File: config.mk
export PLATFORM = sky130hd
export DESIGN_NAME = ws_interlock
export DESIGN_NICKNAME = d
export VERILOG_FILES = /design/src/rtl/ws_interlock_pkg.sv /design/src/rtl/ws_rd_timer.sv /design/src/rtl/ws_setting_ctrl.sv /design/src/rtl/ws_interlock.sv
export SDC_FILE = /design/constraint.sdc
export NUM_CORES = 1
export LEC_CHECK = 0
export BUFFER_PORTS_ARGS = -buffer_cell sky130_fd_sc_hd__buf_2
export CORE_ASPECT_RATIO = 0.8
export CORE_MARGIN = 4
export CORE_UTILIZATION = 41
export DETAILED_ROUTE_END_ITERATION = 6
export PLACE_DENSITY = 0.77
export SYNTH_ARGS = -nofsm -noshare
export SYNTH_HDL_FRONTEND = slang
export SYNTH_SLANG_ARGS = --single-unit
File: constraint.sdc
create_clock -name clk -period 1.2 [get_ports clk]
set_input_delay 0.24 -clock clk [delete_from_list [all_inputs] [get_ports clk]]
set_output_delay 0.24 -clock clk [all_outputs]
set_load 0.01 [all_outputs]
File: src/rtl/ws_interlock_pkg.sv
package ws_interlock_pkg;
  typedef enum logic {
    CTL_APPLIED = 1'b0,
    CTL_PENDING = 1'b1
  } ctl_state_e;
endpackage

File: src/rtl/ws_rd_timer.sv
module ws_rd_timer #(
  parameter int ADDR_W = 12,
  parameter int WS_W   = 1
) (
  input  logic              clk,
  input  logic              rst_n,
  input  logic [WS_W-1:0]   ws_i,
  input  logic              req_valid,
  output logic              req_ready,
  input  logic [ADDR_W-1:0] req_addr,
  output logic              resp_valid,
  input  logic              resp_ready,
  output logic [ADDR_W-1:0] resp_addr,
  output logic              idle_o
);
  logic              busy_q;
  logic [WS_W-1:0]   cnt_q;
  logic [ADDR_W-1:0] addr_q;
  logic              done, acc;

  assign resp_valid = busy_q && (cnt_q == '0);
  assign done       = resp_valid && resp_ready;
  assign req_ready  = !busy_q || done;
  assign acc        = req_valid && req_ready;
  assign idle_o     = !busy_q && !acc;
  assign resp_addr  = addr_q;

  always_ff @(posedge clk) begin
    if (!rst_n) begin
      busy_q <= 1'b0;
      cnt_q  <= '0;
      addr_q <= '0;
    end else if (acc) begin
      busy_q <= 1'b1;
      cnt_q  <= ws_i;
      addr_q <= req_addr;
    end else if (done) begin
      busy_q <= 1'b0;
    end else if (busy_q && cnt_q != '0) begin
      cnt_q <= cnt_q - 1'b1;
    end
  end
endmodule

File: src/rtl/ws_setting_ctrl.sv
module ws_setting_ctrl
  import ws_interlock_pkg::*;
#(
  parameter int              REG_W    = 8,
  parameter int              WS_W     = 1,
  parameter logic [WS_W-1:0] RESET_WS = 1
) (
  input  logic             clk,
  input  logic             rst_n,
  input  logic             reg_valid,
  output logic             reg_ready,
  input  logic             reg_write,
  input  logic [REG_W-1:0] reg_wdata,
  output logic [REG_W-1:0] reg_rdata,
  input  logic             idle_i,
  output logic [WS_W-1:0]  ws_o,
  output logic             pend_o
);
  ctl_state_e      state_q;
  logic [WS_W-1:0] ws_q, pval_q;
  logic            wr_acc;

  assign reg_ready = (state_q == CTL_APPLIED);
  assign wr_acc    = reg_valid && reg_write && reg_ready;
  assign ws_o      = ws_q;
  assign pend_o    = (state_q == CTL_PENDING);

  always_comb begin
    reg_rdata             = '0;
    reg_rdata[WS_W-1:0]   = ws_q;
  end

  always_ff @(posedge clk) begin
    if (!rst_n) begin
      state_q <= CTL_APPLIED;
      ws_q    <= RESET_WS;
      pval_q  <= '0;
    end else begin
      case (state_q)
        CTL_APPLIED: if (wr_acc) begin
          if (idle_i) ws_q <= reg_wdata[WS_W-1:0];
          else begin
            pval_q  <= reg_wdata[WS_W-1:0];
            state_q <= CTL_PENDING;
          end
        end
        default: if (idle_i) begin
          ws_q    <= pval_q;
          state_q <= CTL_APPLIED;
        end
      endcase
    end
  end
endmodule

File: src/rtl/ws_interlock.sv
module ws_interlock #(
  parameter int              REG_W    = 8,
  parameter int              WS_W     = 1,
  parameter int              ADDR_W   = 12,
  parameter logic [WS_W-1:0] RESET_WS = 1
) (
  input  logic              clk,
  input  logic              rst_n,
  input  logic              reg_valid,
  output logic              reg_ready,
  input  logic              reg_write,
  input  logic [REG_W-1:0]  reg_wdata,
  output logic [REG_W-1:0]  reg_rdata,
  input  logic              rd_req_valid,
  output logic              rd_req_ready,
  input  logic [ADDR_W-1:0] rd_req_addr,
  output logic              rd_resp_valid,
  input  logic              rd_resp_ready,
  output logic [ADDR_W-1:0] rd_resp_addr
);
  logic [WS_W-1:0] ws_q;
  logic            rd_idle;
  logic            pend;

  ws_rd_timer #(.ADDR_W(ADDR_W), .WS_W(WS_W)) u_timer (
    .clk(clk), .rst_n(rst_n), .ws_i(ws_q),
    .req_valid(rd_req_valid), .req_ready(rd_req_ready), .req_addr(rd_req_addr),
    .resp_valid(rd_resp_valid), .resp_ready(rd_resp_ready), .resp_addr(rd_resp_addr),
    .idle_o(rd_idle)
  );

  ws_setting_ctrl #(.REG_W(REG_W), .WS_W(WS_W), .RESET_WS(RESET_WS)) u_ctrl (
    .clk(clk), .rst_n(rst_n),
    .reg_valid(reg_valid), .reg_ready(reg_ready), .reg_write(reg_write),
    .reg_wdata(reg_wdata), .reg_rdata(reg_rdata),
    .idle_i(rd_idle), .ws_o(ws_q), .pend_o(pend)
  );
endmodule

==> impl_metrics.prom, run 1 <==
# TYPE chip_impl_metric gauge
chip_impl_info{name="status",value="finished with violations"} 1
chip_impl_info{name="violations_in_the_final_reports",value="setup timing"} 1
chip_impl_metric{name="number_of_antenna_violations_at_the_first_check_in_global_routing",unit=""} 0
chip_impl_metric{name="combinational_cell_fraction_of_total_power",unit=""} 0.206
chip_impl_metric{name="routabilityCongestion",unit=""} 0.726
chip_impl_metric{name="synth.lib_cells_used.distinct",unit=""} 23
chip_impl_info{name="postSynth.topFlopCell",value="dfxtp_1"} 1
chip_impl_info{name="cts.root.buffer_cell",value="clkbuf_4"} 1
chip_impl_info{name="rsz0062_at_grt",value="true"} 1
chip_impl_metric{name="finalWorstSetupSlack",unit="ns"} -0.00330
chip_impl_metric{name="timing.fmax",unit="MHz"} 831
chip_impl_metric{name="post-layout-total-power",unit="mW"} 1.18
chip_impl_metric{name="cts.path.max_buffers",unit=""} 2
chip_impl_metric{name="arrival",unit="ns"} 0.96
chip_impl_metric{name="power_density",unit="mW/mm²"} 1140
chip_impl_metric{name="async_flop_share",unit=""} 0
chip_impl_metric{name="cpPeakStageDelay",unit="ns"} 0.35
chip_impl_metric{name="num_io_pins",unit=""} 49
chip_impl_metric{name="insertedDiodeCount",unit=""} 0
chip_impl_metric{name="globalRouteOverflowTotal",unit=""} 0
chip_impl_metric{name="largest_net_degree_at_the_start_of_global_routing",unit=""} 19
chip_impl_metric{name="clock_group_share_of_total_power",unit=""} 0.263
chip_impl_metric{name="clk-insertion-delay-late",unit="ns"} 0.29
chip_impl_metric{name="cellInternalPower",unit="mW"} 0.853
chip_impl_info{name="criticalPathCategory",value="flip-flop to output pin"} 1
chip_impl_info{name="cts_tree",value="done"} 1
chip_impl_info{name="cp-end-kind",value="output pin"} 1
chip_impl_metric{name="synth_cells",unit=""} 86
chip_impl_metric{name="finClkSkew",unit="ns"} 0.00477
chip_impl_metric{name="area_delta_synth_final",unit="%"} 28.5
chip_impl_metric{name="wirelength",unit="µm"} 1590
chip_impl_metric{name="synth-edff-count",unit=""} 0
chip_impl_metric{name="r2r_setup_slk",unit="ns"} 0.10
chip_impl_metric{name="cts.sink_count",unit=""} 17
chip_impl_metric{name="viasPerCell",unit=""} 4.58
chip_impl_metric{name="hold_viol_final",unit=""} 0
chip_impl_info{name="timing.critical_path.cells",value="and2b_2 > buf_6"} 1
chip_impl_info{name="critical_path.slowest_cell",value="dfxtp_2"} 1
chip_impl_metric{name="floorplan.die_area",unit="mm²"} 0.00275
chip_impl_metric{name="total_leakage_power",unit="nW"} 0.518
chip_impl_metric{name="core-area",unit="mm²"} 0.00187
chip_impl_metric{name="power_switching",unit="mW"} 0.327
chip_impl_info{name="timing.critical_path.from_type",value="flip-flop"} 1
chip_impl_metric{name="chipWidth",unit="µm"} 57.6
chip_impl_metric{name="drt-pass1-iter-count",unit=""} 3
chip_impl_metric{name="num_vias",unit=""} 664
chip_impl_metric{name="num_rows",unit=""} 14
chip_impl_metric{name="synth_area",unit="µm²"} 808
chip_impl_info{name="hold_class",value="input port to flip-flop"} 1
chip_impl_metric{name="post_route_cells_drive_above_1_share",unit=""} 0.405
chip_impl_metric{name="drv_cap",unit=""} 0
chip_impl_info{name="synth_top_cell_by_area",value="dfxtp_1"} 1
chip_impl_metric{name="power_switching_share",unit=""} 0.277
chip_impl_metric{name="synth_top_cell_area_share",unit=""} 0.421
chip_impl_metric{name="drcViolationCount",unit=""} 0
chip_impl_metric{name="synth_seq_cells",unit=""} 17
chip_impl_metric{name="global_route.usage.total",unit=""} 0.131
chip_impl_metric{name="route.detailed.wl_per_inst",unit="µm"} 11.0
chip_impl_metric{name="fin_crit",unit="ns"} 1.20
chip_impl_metric{name="worstPathMaxFanout",unit=""} 3
chip_impl_metric{name="dp_worst_setup_slack",unit="ns"} 0.113
chip_impl_metric{name="final_antenna_net_count",unit=""} 0
chip_impl_info{name="yosys-top-cells-count",value="27 x nand2_1, 17 x dfxtp_1, 13 x mux2i_1"} 1
chip_impl_metric{name="clk_pin_slew_worst_paths",unit="ns"} 0.10
chip_impl_metric{name="report.final.slew_viol_count",unit=""} 0
chip_impl_metric{name="timing.final.setup_violations",unit=""} 1
chip_impl_metric{name="synth-seq-area-share",unit=""} 0.421
chip_impl_metric{name="fill_cells",unit=""} 168
chip_impl_metric{name="portBuffers",unit=""} 34
chip_impl_info{name="netlist_top_cells_area",value="dfxtp_1 42%, mux2i_1 16%, nand2_1 13%"} 1
chip_impl_metric{name="worst-endpoint-required",unit="ns"} 0.96
chip_impl_info{name="synthMostInstantiatedCell",value="nand2_1"} 1
chip_impl_metric{name="ir_drop",unit="mV"} 0.901
chip_impl_metric{name="h-tree-depth",unit=""} 1
chip_impl_metric{name="detailedPlacementHpwl",unit="µm"} 1240
chip_impl_metric{name="fin_crit_sh",unit=""} 1.00
chip_impl_metric{name="power.share.sequential",unit=""} 0.531
chip_impl_metric{name="cts_made_buffers",unit=""} 3
chip_impl_metric{name="ys_warn_count",unit=""} 0
chip_impl_metric{name="grt_pass1_vias",unit=""} 670
chip_impl_metric{name="die-height",unit="µm"} 47.7
chip_impl_metric{name="avgSynthCellArea",unit="µm²"} 9.40
chip_impl_metric{name="initial_cell_density_of_the_core",unit=""} 0.431
chip_impl_metric{name="nets",unit=""} 148
chip_impl_metric{name="first_pass_grt_wire_length",unit="µm"} 2700
chip_impl_metric{name="drt_iter0_markers",unit=""} 4
[cell families (layout without fill, tap and decap cells)]
family | after synthesis | in the layout | synth area share
compound gates | 7 | 7 | 0.0929
buf+inv | 14 | 43 | 0.124
flops | 17 | 17 | 0.421
mux | 14 | 14 | 0.175
other cells | 1 | 7 | 0.00464
simple gates | 33 | 33 | 0.183
[power groups by stage]
stage,logic (mW),clock network [mW],registers [mW]
after floorplan,0.147,0,0.651
after global placement,0.224,0,0.637
after detailed placement,0.231,0,0.639
after CTS,0.246,0.326,0.626
after global routing,0.269,0.351,0.631
final,0.243,0.311,0.626
[layout make-up]
| class | count | area, µm² | area share |
|---|---|---|---|
| flip-flops and latches | 17 | 347 | 0.334 |
| repair buffers | 37 | 230 | 0.222 |
| inverters | 2 | 7.51 | 0.00723 |
| clock buffers | 4 | 26.3 | 0.0253 |
| multi-input cells | 61 | 398 | 0.383 |
| well taps | 24 | 30.0 | 0.0289 |
[flip-flops by register name, summed over array words and instances (netlist names)]
name               cells
u_timer.resp_addr     12
u_ctrl.pend_o          1
u_ctrl.ws_o            1
u_timer.busy_q         1
u_ctrl.pval_q          1
u_timer.cnt_q          1
[placed cells by master, fill, tap and decap left out, drive strengths merged, types with 2 or more instances in the layout]
cell	synthesis	layout
a21oi	2	2
buf	10	37
clkbuf	2	4
conb	1	7
dfxtp	17	17
inv	2	2
mux2i	13	13
nand2	27	27
o311ai	2	2
[worst paths after layout]
| kind | from | end | cells after the start |
|---|---|---|---|
| setup / recovery | u_timer.cnt_q | rd_resp_valid | 2 |
| hold / removal | rd_req_addr[4] | u_timer.resp_addr[4] | 3 |
| setup reg to reg | u_timer.busy_q | u_ctrl.pval_q | 4 |
| hold reg to reg | u_timer.resp_addr[10] | u_timer.resp_addr[10] | 2 |
[repair_timing]
action | in CTS | in global routing
resized for setup | 8 | 0
hold buffers | 0 | 0
endpoints found under the setup margin | 3 | 2
buffers inserted | 1 | 0
gates cloned | 0 | 0
[critical path: cells and delay by family, from the launching register on]
family | cells | cell delay (ns)
buffers and inverters | 1 | 0.11
DFF | 1 | 0.35
and+or+nand+nor | 1 | 0.21
[per-stage QoR]
step | cell area [µm²] | std cells | TNS (ns) | hold slack [ns] | util
after floorplan | 831 | 92 | 0 | 0.382 | -
after global placement | 978 | 140 | 0 | 0.440 | 0.522
after detailed placement | 978 | 140 | 0 | 0.445 | 0.522
after CTS | 1040 | 145 | -0.0288 | 0.168 | 0.554
after global routing | 1040 | 145 | -0.0768 | 0.171 | 0.554
final | 1040 | 145 | -0.00330 | 0.178 | 0.554
[layer usage]
| metal | part of all wire | vias up | global-route usage |
|---|---|---|---|
| met1 | 0.39 | 302 | 0.131 |
| met4 | 0 | 0 | 0.0370 |
| met5 | 0 | - | 0 |
| met3 | 0.084 | 0 | 0.0620 |
| met2 | 0.52 | 24 | 0.252 |
| li1 | - | 338 | - |
No activity file was read; power rests on OpenSTA's default activity.
==> inputs of run 2 (changes only) <==
- SKIP_LAST_GASP: default -> 1
==> run 2 against run 1 <==
Compared with the run above: the run still ends with setup timing left; via count stayed put; die area unchanged; utilization is the same; combinational power about the same; cell count unchanged; routed wire length unchanged; critical endpoint unchanged.
==> impl_metrics.prom, run 2 (same netlist as run 1, synthesis figures left out) <==
# TYPE chip_impl_metric gauge
chip_impl_info{name="status",value="finished with violations"} 1
chip_impl_info{name="violations_in_the_final_reports",value="setup timing"} 1
chip_impl_metric{name="worst_hold_path_cells",unit=""} 3
chip_impl_info{name="rsz0062_at_grt",value="true"} 1
chip_impl_metric{name="gr-usage-met3",unit=""} 0.0620
chip_impl_metric{name="cts.path.max_buffers",unit=""} 2
chip_impl_info{name="criticalPathCategory",value="flip-flop to output pin"} 1
chip_impl_metric{name="initial_cell_density_of_the_core",unit=""} 0.431
chip_impl_metric{name="die-height",unit="µm"} 47.7
chip_impl_metric{name="groute.layer.met2.usage",unit=""} 0.252
chip_impl_metric{name="insertedDiodeCount",unit=""} 0
chip_impl_metric{name="num_io_pins",unit=""} 49
chip_impl_info{name="critical_path.reg2reg.endpoint",value="u_ctrl.pval_q"} 1
chip_impl_metric{name="core-area",unit="mm²"} 0.00187
chip_impl_info{name="timing.critical_path.from_type",value="flip-flop"} 1
chip_impl_metric{name="timing.fmax",unit="MHz"} 831
chip_impl_info{name="min_delay_worst_endpoint",value="u_timer.resp_addr[4]"} 1
chip_impl_metric{name="globalRouteMet1Util",unit=""} 0.131
chip_impl_metric{name="fin_crit",unit="ns"} 1.20
chip_impl_metric{name="ctsHoldBuffers",unit=""} 0
chip_impl_metric{name="grt_pass1_vias",unit=""} 670
chip_impl_metric{name="globalRouteOverflowTotal",unit=""} 0
chip_impl_metric{name="timing.final.setup_violations",unit=""} 1
chip_impl_metric{name="power_switching",unit="mW"} 0.327
chip_impl_metric{name="route.detailed.wl_per_inst",unit="µm"} 11.0
chip_impl_info{name="hold_class",value="input port to flip-flop"} 1
chip_impl_metric{name="viasPerCell",unit=""} 4.58
chip_impl_metric{name="final_core_util",unit=""} 0.554
chip_impl_metric{name="total_leakage_power",unit="nW"} 0.518
chip_impl_metric{name="largest_net_degree_at_the_start_of_global_routing",unit=""} 19
chip_impl_info{name="mostFrequentLayoutCell",value="buf_2"} 1
chip_impl_metric{name="worstPathMaxFanout",unit=""} 3
chip_impl_metric{name="combinational_cell_fraction_of_total_power",unit=""} 0.206
chip_impl_info{name="cts_tree",value="done"} 1
chip_impl_metric{name="worst-endpoint-required",unit="ns"} 0.96
chip_impl_metric{name="drt-pass1-iter-count",unit=""} 3
chip_impl_info{name="cts.root.buffer_cell",value="clkbuf_4"} 1
chip_impl_metric{name="power_density",unit="mW/mm²"} 1140
chip_impl_metric{name="finalWorstSetupSlack",unit="ns"} -0.00330
chip_impl_metric{name="power.share.sequential",unit=""} 0.531
chip_impl_metric{name="power_switching_share",unit=""} 0.277
chip_impl_metric{name="tns",unit="ns"} -0.00330
chip_impl_metric{name="first_pass_grt_wire_length",unit="µm"} 2700
chip_impl_metric{name="routabilityCongestion",unit=""} 0.726
chip_impl_info{name="cp-end-kind",value="output pin"} 1
chip_impl_metric{name="ir_drop",unit="mV"} 0.901
chip_impl_metric{name="num_vias",unit=""} 664
chip_impl_metric{name="clk-insertion-delay-late",unit="ns"} 0.29
chip_impl_metric{name="ff2ff_path_depth",unit=""} 4
chip_impl_metric{name="portBuffers",unit=""} 34
chip_impl_metric{name="clk_pin_slew_worst_paths",unit="ns"} 0.10
chip_impl_metric{name="finClkSkew",unit="ns"} 0.00477
chip_impl_info{name="regToRegStartpoint",value="u_timer.busy_q"} 1
chip_impl_metric{name="global_route.usage.total",unit=""} 0.131
chip_impl_metric{name="drt_iter0_markers",unit=""} 5
chip_impl_metric{name="clock_group_share_of_total_power",unit=""} 0.263
chip_impl_metric{name="report.final.slew_viol_count",unit=""} 0
chip_impl_metric{name="detailedPlacementHpwl",unit="µm"} 1240
chip_impl_metric{name="wirelength",unit="µm"} 1590
chip_impl_metric{name="h-tree-depth",unit=""} 1
chip_impl_metric{name="nets",unit=""} 148
chip_impl_metric{name="area_delta_synth_final",unit="%"} 28.5
chip_impl_info{name="startpoint_of_the_tightest_hold_check_path",value="rd_req_addr[4]"} 1
chip_impl_info{name="layout.cells.most_common_list",value="32 x buf_2, 26 x nand2_1, 14 x dfxtp_1, 13 x mux2i_1, 7 x conb_1"} 1
chip_impl_metric{name="num_rows",unit=""} 14
chip_impl_metric{name="drcViolationCount",unit=""} 0
chip_impl_metric{name="largest_reg_flops",unit=""} 12
chip_impl_metric{name="cts_made_buffers",unit=""} 3
chip_impl_metric{name="dp_worst_setup_slack",unit="ns"} 0.113
chip_impl_metric{name="hold_viol_final",unit=""} 0
chip_impl_metric{name="number_of_antenna_violations_at_the_first_check_in_global_routing",unit=""} 0
chip_impl_metric{name="final_antenna_net_count",unit=""} 0
chip_impl_metric{name="fin_crit_sh",unit=""} 1.00
chip_impl_metric{name="cellInternalPower",unit="mW"} 0.853
chip_impl_metric{name="cts.sink_count",unit=""} 17
chip_impl_info{name="top_usage_layer",value="met2"} 1
chip_impl_metric{name="r2r_setup_slk",unit="ns"} 0.10
chip_impl_metric{name="arrival",unit="ns"} 0.96
chip_impl_metric{name="drv_cap",unit=""} 0
chip_impl_metric{name="chipWidth",unit="µm"} 57.6
chip_impl_metric{name="floorplan.die_area",unit="mm²"} 0.00275
chip_impl_metric{name="post_route_cells_drive_above_1_share",unit=""} 0.405
## run 2: cell counts in the layout (fill, tap and decap cells not counted)
Identical to the previous run, type by type.
## run 2: worst max-delay path by stage
stage / start / end / slack [ns] / cells past startpoint
6_report: u_timer.cnt_q / rd_resp_valid / -0.003 / 2
5_1_grt: u_timer.busy_q / rd_resp_valid / -0.04 / 2
4_1_cts: u_timer.cnt_q / rd_req_ready / -0.02 / 3
3_5_place_dp: u_timer.busy_q / u_ctrl.pval_q / 0.11 / 3
3_3_place_gp: u_timer.busy_q / u_ctrl.pval_q / 0.16 / 3
2_1_floorplan: u_timer.cnt_q / u_timer.resp_addr[0] / 0.18 / 4
## run 2: repair_timing
action / CTS / global route
setup buffers: 1 / 0
gates resized for setup: 7 / 1
gates cloned: 0 / 0
setup endpoints to repair: 3 / 2
## run 2: final cells by class
| type | count | area, µm² |
|---|---|---|
| Tap cell | 24 | 30.0 |
| Clock buffer | 4 | 26.3 |
| Fill cell | 168 | 836 |
| Sequential cell | 17 | 347 |
| Inverter | 2 | 7.51 |
| Multi-Input combinational cell | 61 | 398 |
| Timing Repair Buffer | 37 | 230 |
## run 2: critical path, stage by stage (launching register included)
cell and delay, ns:
dfxtp_2 0.35, and2b_2 0.21, buf_6 0.11
## run 2: power groups by stage
stage,clock network [mW],registers (mW),logic [mW]
finish,0.311,0.626,0.243
detailed placement,0,0.639,0.231
global route,0.351,0.631,0.269
global placement,0,0.637,0.224
CTS,0.326,0.625,0.244
floorplan,0,0.651,0.147
## run 2: per-stage QoR
stage          total power, mW  cell area, µm²  hold WS (ns)  instances
2_1_floorplan            0.798             831         0.382         92
3_3_place_gp             0.861             978         0.440        140
3_5_place_dp             0.870             978         0.445        140
4_1_cts                   1.20            1030         0.168        145
5_1_grt                   1.25            1040         0.171        145
6_report                  1.18            1040         0.178        145
## run 2: metal layers
metal  part of all wire  wire [µm]  vias up
li1                   -          -      338
met1               0.39        623      302
met2               0.52        831       24
met3              0.084        134        0
met4                  0          0        0
met5                  0          0        -
